`src/rtl/rm_pkg.sv`:
```
package rm_pkg;
  typedef enum logic [1:0] {
    ST_LOAD  = 2'd0,
    ST_COUNT = 2'd1,
    ST_GUARD = 2'd2
  } rm_state_e;
endpackage

```
`src/rtl/rm_capture.sv`:
```
module rm_capture #(
  parameter int SYNC = 2
) (
  input  logic clk,
  input  logic rst_n,
  input  logic pulse_in,
  input  logic svc_clr,
  input  logic ovr_clr,
  output logic flag,
  output logic overrun
);
  logic [SYNC:0] sh_q;
  logic          rise;

  always_ff @(posedge clk) begin
    if (!rst_n) sh_q <= '0;
    else        sh_q <= {sh_q[SYNC-1:0], pulse_in};
  end

  assign rise = sh_q[SYNC-1] & ~sh_q[SYNC];

  always_ff @(posedge clk) begin
    if (!rst_n) begin
      flag    <= 1'b0;
      overrun <= 1'b0;
    end else begin
      flag    <= rise | (flag & ~svc_clr);
      overrun <= (overrun & ~ovr_clr) | (rise & flag & ~svc_clr);
    end
  end
endmodule

```
`src/rtl/rm_ctrl.sv`:
```
module rm_ctrl
  import rm_pkg::*;
#(
  parameter int CW = 16,
  parameter int TW = 16,
  parameter int GW = 8
) (
  input  logic          clk,
  input  logic          rst_n,
  input  logic          tick_flag,
  input  logic          evt_flag,
  input  logic [TW-1:0] switch_val,
  input  logic          guard_en,
  input  logic [GW-1:0] guard_len,
  output logic          tick_clr,
  output logic          evt_clr,
  output logic [CW-1:0] disp_count,
  output logic          period_done
);
  rm_state_e     state_q;
  logic [TW-1:0] ut_q;
  logic [CW-1:0] cnt_q;
  logic [GW-1:0] gcnt_q;
  logic [TW-1:0] reload;
  logic [GW-1:0] guard_init;
  logic          guard_last;

  assign reload     = (switch_val == '0) ? TW'(1) : switch_val;
  assign guard_init = (guard_len == '0) ? GW'(1) : guard_len;
  assign guard_last = (state_q == ST_GUARD) && (gcnt_q == GW'(1));

  always_comb begin
    tick_clr = (state_q == ST_COUNT) && tick_flag;
    evt_clr  = ((state_q == ST_COUNT) && !tick_flag && evt_flag) || guard_last;
  end

  always_ff @(posedge clk) begin
    if (!rst_n) begin
      state_q     <= ST_LOAD;
      ut_q        <= '0;
      cnt_q       <= '0;
      gcnt_q      <= '0;
      disp_count  <= '0;
      period_done <= 1'b0;
    end else begin
      period_done <= 1'b0;
      unique case (state_q)
        ST_LOAD: begin
          ut_q    <= reload;
          state_q <= ST_COUNT;
        end
        ST_COUNT: begin
          if (tick_flag) begin
            if (ut_q == TW'(1)) begin
              disp_count  <= cnt_q;
              period_done <= 1'b1;
              cnt_q       <= '0;
              if (guard_en) begin
                gcnt_q  <= guard_init;
                state_q <= ST_GUARD;
              end else begin
                ut_q <= reload;
              end
            end else begin
              ut_q <= ut_q - TW'(1);
            end
          end else if (evt_flag) begin
            cnt_q <= cnt_q + CW'(1);
          end
        end
        ST_GUARD: begin
          if (guard_last) begin
            ut_q    <= reload;
            state_q <= ST_COUNT;
          end else begin
            gcnt_q <= gcnt_q - GW'(1);
          end
        end
        default: state_q <= ST_LOAD;
      endcase
    end
  end
endmodule

```
`src/rtl/rate_meter.sv`:
```
module rate_meter #(
  parameter int CW   = 16,
  parameter int TW   = 16,
  parameter int GW   = 8,
  parameter int SYNC = 2
) (
  input  logic          clk,
  input  logic          rst_n,
  input  logic          evt_in,
  input  logic          tick_in,
  input  logic [TW-1:0] switch_val,
  input  logic          guard_en,
  input  logic [GW-1:0] guard_len,
  input  logic          ovr_clr,
  output logic [CW-1:0] disp_count,
  output logic          period_done,
  output logic          evt_overrun,
  output logic          tick_overrun
);
  logic tick_flag, evt_flag, tick_clr, evt_clr;

  rm_capture #(.SYNC(SYNC)) u_tick_cap (
    .clk(clk), .rst_n(rst_n), .pulse_in(tick_in), .svc_clr(tick_clr),
    .ovr_clr(ovr_clr), .flag(tick_flag), .overrun(tick_overrun)
  );

  rm_capture #(.SYNC(SYNC)) u_evt_cap (
    .clk(clk), .rst_n(rst_n), .pulse_in(evt_in), .svc_clr(evt_clr),
    .ovr_clr(ovr_clr), .flag(evt_flag), .overrun(evt_overrun)
  );

  rm_ctrl #(.CW(CW), .TW(TW), .GW(GW)) u_ctrl (
    .clk(clk), .rst_n(rst_n), .tick_flag(tick_flag), .evt_flag(evt_flag),
    .switch_val(switch_val), .guard_en(guard_en), .guard_len(guard_len),
    .tick_clr(tick_clr), .evt_clr(evt_clr), .disp_count(disp_count),
    .period_done(period_done)
  );
endmodule

```
`config.mk`:
```
export PLATFORM = sky130hd
export DESIGN_NAME = rate_meter
export DESIGN_NICKNAME = d
export VERILOG_FILES = /design/src/rtl/rm_pkg.sv /design/src/rtl/rm_capture.sv /design/src/rtl/rm_ctrl.sv /design/src/rtl/rate_meter.sv
export SDC_FILE = /design/constraint.sdc
export NUM_CORES = 1
export LEC_CHECK = 0
export BUFFER_PORTS_ARGS = -buffer_cell sky130_fd_sc_hd__buf_2
export CAP_MARGIN = 20
export CELL_PAD_IN_SITES_DETAIL_PLACEMENT = 1
export CELL_PAD_IN_SITES_GLOBAL_PLACEMENT = 2
export CORE_AREA = 2 2 126 98
export DETAILED_ROUTE_END_ITERATION = 12
export DIE_AREA = 0 0 128 100
export GPL_ROUTABILITY_DRIVEN = 0
export PLACE_DENSITY = 0.71
export RECOVER_POWER = 100
export SLEW_MARGIN = 10
export SYNTH_ARGS = -nofsm -noshare
export SYNTH_HDL_FRONTEND = slang
export SYNTH_SLANG_ARGS = --single-unit
```
`constraint.sdc`:
```
create_clock -name clk -period 2.5 [get_ports clk]
set_input_delay 0.75 -clock clk [delete_from_list [all_inputs] [get_ports clk]]
set_output_delay 0.75 -clock clk [all_outputs]
set_load 0.005 [all_outputs]
```
==> results <==
- After global routing the overflow that remains totals 0.
- The floorplan die area is 12800 sq um.
- The sum of routed wire length over all layers is 10200 um.
- STA classifies the critical path endpoint as a flop.
- The area of combinational cells with multiple inputs is 1880 sq um.
- TritonCTS built the clock tree.
- In this run the core area contains 35 standard-cell rows.
- The die span in x is 128 um.
- Clock-pin slew was measured on the worst setup and hold paths at 0.06 ns.
- The average cell area after synthesis is 7.87 sq um.
- The number of synthesized flops with an enable pin is 0.
- The cell taking the most area after synthesis is sky130_fd_sc_hd__dfxtp_1.
- The final-report setup violation count is 0.
- The register bit total from synthesis is 69.
- For the finished layout, the period the worst path requires is 2.35 ns.
- Counting along the longest clock path gives a buffer depth of 2.
- The mapped netlist covers 3390 sq um.
- OpenSTA, run right after detailed placement, puts the worst setup slack at -0.00741 ns.
- Along the worst hold path, the cell count comes to 2.
- The clock tree synthesis step divided the H-tree into 3 levels.
- For this run, the post-layout net count is 526.
- The power per unit of standard cell area is 671 nW/um^2.
- The final routed DRC violation total is 0.
- The starting density of the core is 0.289.
- The run finished with clean final reports.
- From bottom edge to top edge, the die measures 100 um.
- The share of post-route cells with drive strength above 1 is 0.183.
- The number of global-route vias before repair is 3358.
- Summing over every cut layer, the via total after detailed routing is 3383.
- The count of input and output buffers is 48.
- The cell count after synthesis is 431.
- The setup total negative slack is 0 ns.
- The pre-antenna-repair detailed-routing pass consisted of 4 iterations.
- The maximum fanout count along the critical path is 5.
- The final worst slack is 0.155 ns.
- In the final routed layout, each cell accounts on average for 15.9 um.
- Clock tree synthesis inserted a total of 9 buffers.
- The final worst clock skew is 0.00378 ns.
- The peak per-stage delay on the critical path is 0.65 ns.
- At the pin with the least slew margin, the transition time is 1.06 ns.
- The global-route wire length before repair is 16900 um.
- Data on the critical path is required at its endpoint by 2.76 ns.
- The dominant cell by count in the synthesized netlist is sky130_fd_sc_hd__dfxtp_1.
- The critical path goes through clkbuf_2, inv_1, ha_1, or4b_2, nor2_1, nand2_1, o31a_1, o22ai_1.
- Final hold analysis gives a worst-case slack of 0.454 ns.
- The remaining antenna violation count is 0.
- CTS saw 69 sinks.
- The average vias per placed instance is 5.25.
- Entering global routing, the biggest net connects 41 pins.
- In this run, placement finished with an instance count of 626.
- By startpoint and endpoint, the worst setup path is classified as reg2reg.
- For this design the top-level I/O count stands at 49.
- The tightest min-delay check is of the reg2reg type.
- The area growth from synthesis to layout is 23.4%.
- The number of pins exceeding their max-slew limit in the final report is 0.
- By count the netlist is led by 69 x sky130_fd_sc_hd__dfxtp_1, 67 x sky130_fd_sc_hd__nand2_1, 63 x sky130_fd_sc_hd__a21oi_1.
- The share of the clock period used by the worst path is 0.938.
- The region available for standard cell placement spans 11700 sq um.
- The later pin in the worst-skew pair is clocked with a latency of 0.34 ns.
- The number of fill cells in the layout is 1457.
- The number of hold-slack violations in the final timing report is 0.
- The total of hold buffers inserted after clock tree synthesis is 0.
- After the first detailed-routing iteration, the DRC count stood at 189.
- The count of warnings emitted by yosys is 0.
- In the synthesized netlist the async set-or-reset flop fraction comes to 0.
- The global-route usage over all layers is 0.168.
- The initial antenna violation count is 0.
- The leakage power summed over all cells is 1.53 nW.
- The max-capacitance violation count is 0.
- The peak supply drop is 0.300 mV.
- Setup repair after global routing left no endpoint under its margin.
- The number of diodes is 0.
- The sequential-to-total area share from yosys stat is 0.407.
- The most common flop cell mapped by yosys is sky130_fd_sc_hd__dfxtp_1.
- The area used by sequential logic in the layout is 1380 sq um.
- Summed over all nets, the half-perimeter wirelength after detailed placement is 7150 um.
- The worst relative slew slack is 0.295.
- The count of unique library cells instantiated by Yosys is 59.
- Derived from the worst setup path, the maximum achievable clock frequency is 0.426 GHz.
- Ranked by total cell area, the synthesized netlist is headed by sky130_fd_sc_hd__dfxtp_1 41%, sky130_fd_sc_hd__a21oi_1 9.3%, sky130_fd_sc_hd__nand2_1 7.4%.
- Of the post-synthesis cell area, the dominant cell type holds 0.407.
- The slowest stage of the critical path belongs to the cell sky130_fd_sc_hd__or4b_2.
- STA classifies the critical path startpoint as a flop.
- The data arrival time of the critical path is 2.61 ns.
- The root buffer cell chosen for the clock tree is sky130_fd_sc_hd__clkbuf_16.
- The post-synth net total is 466.
- The number of standard cells in the layout, taps in and fillers out is 644.
- The depth of the most critical reg-to-reg path is 8.
==> cell type report <==
cell class / count / area share
flip-flops and latches: 69 / 0.330
clock inverters: 7 / 0.0158
clock buffers: 9 / 0.0538
multi-input cells: 329 / 0.450
inverters: 11 / 0.00987
repair buffers: 71 / 0.0960
well taps: 148 / 0.0442
==> where the power goes <==
| group | switching [mW] | internal, mW |
|---|---|---|
| logic | 0.225 | 0.156 |
| registers | 0.0276 | 1.13 |
| clock network | 0.502 | 0.766 |
| total | 0.754 | 2.05 |
==> through the flow <==
step / util / power, mW / instance area (sq um)
after floorplan: - / 1.41 / 3390
after detailed placement: 0.332 / 1.56 / 3890
after global placement: 0.332 / 1.55 / 3890
final: 0.357 / 2.81 / 4190
after CTS: 0.358 / 2.86 / 4210
after global routing: 0.357 / 2.95 / 4190
==> flip-flops by register name (all words and copies together), names as in the netlist <==
| name | cells |
|---|---|
| u_tick_cap.flag | 1 |
| u_ctrl.ut_q | 16 |
| u_evt_cap.overrun | 1 |
| u_ctrl.gcnt_q | 8 |
| u_evt_cap.sh_q | 3 |
| u_tick_cap.overrun | 1 |
| u_ctrl.state_q | 2 |
| u_ctrl.disp_count | 16 |
| u_ctrl.cnt_q | 16 |
| u_tick_cap.sh_q | 3 |
| u_ctrl.period_done | 1 |
| u_evt_cap.flag | 1 |
==> layout by cell type (no fill, tap or decap), drive strengths merged, types with 4 or more instances in the layout <==
master and instances:
nor4 8, clkbuf 22, dfxtp 69, clkinv 5
nand2b 7, nor3 12, a31oi 5, inv 11
nor2b 4, nand2 67, buf 58, o22ai 4
a21oi 64, nand3 15, and2 12, or3 10
o211ai 4, nor2 26, o21a 4, o21ai 23
ha 5, a21o 9, or4 5, nand4 5
==> critical path: cells and delay by family, from the launching register on <==
kind	cells	cell delay (ns)
compound gates	2	0.40
simple gates	3	1.11
flops	1	0.31
fa+ha+maj	1	0.22
buf+inv	2	0.23
==> logic make-up (layout without fill, tap and decap cells) <==
| family | after synthesis | count (layout) | share of synthesized area |
|---|---|---|---|
| compound gates | 132 | 132 | 0.234 |
| xor+xnor | 4 | 4 | 0.0103 |
| fa+ha+maj | 5 | 5 | 0.0185 |
| buf+inv | 33 | 98 | 0.0421 |
| flops | 69 | 69 | 0.407 |
| mux | 3 | 3 | 0.00959 |
| simple gates | 185 | 185 | 0.279 |
==> path summary, 6_finish.rpt <==
check	from	to	slack [ns]
setup reg to reg	u_ctrl.ut_q[0]	u_ctrl.ut_q[14]	0.15
hold reg to reg	u_ctrl.disp_count[14]	u_ctrl.disp_count[14]	0.45
setup / recovery	u_ctrl.ut_q[0]	u_ctrl.ut_q[14]	0.15
hold / removal	u_ctrl.disp_count[14]	u_ctrl.disp_count[14]	0.45
==> repair_timing <==
action                     4_1_cts  5_1_grt
setup buffers                    2        0
setup endpoints to repair        3       27
resized for setup                1        1
pin swaps                        1        0
==> layer usage <==
metal | GRT usage | wire (um) | part of all wire
met5 | 0 | 0 | 0
met4 | 0.0609 | 155 | 0.015
met3 | 0.0384 | 407 | 0.040
met2 | 0.274 | 4620 | 0.45
met1 | 0.220 | 5040 | 0.49
Power figures use the tool's default switching activity.
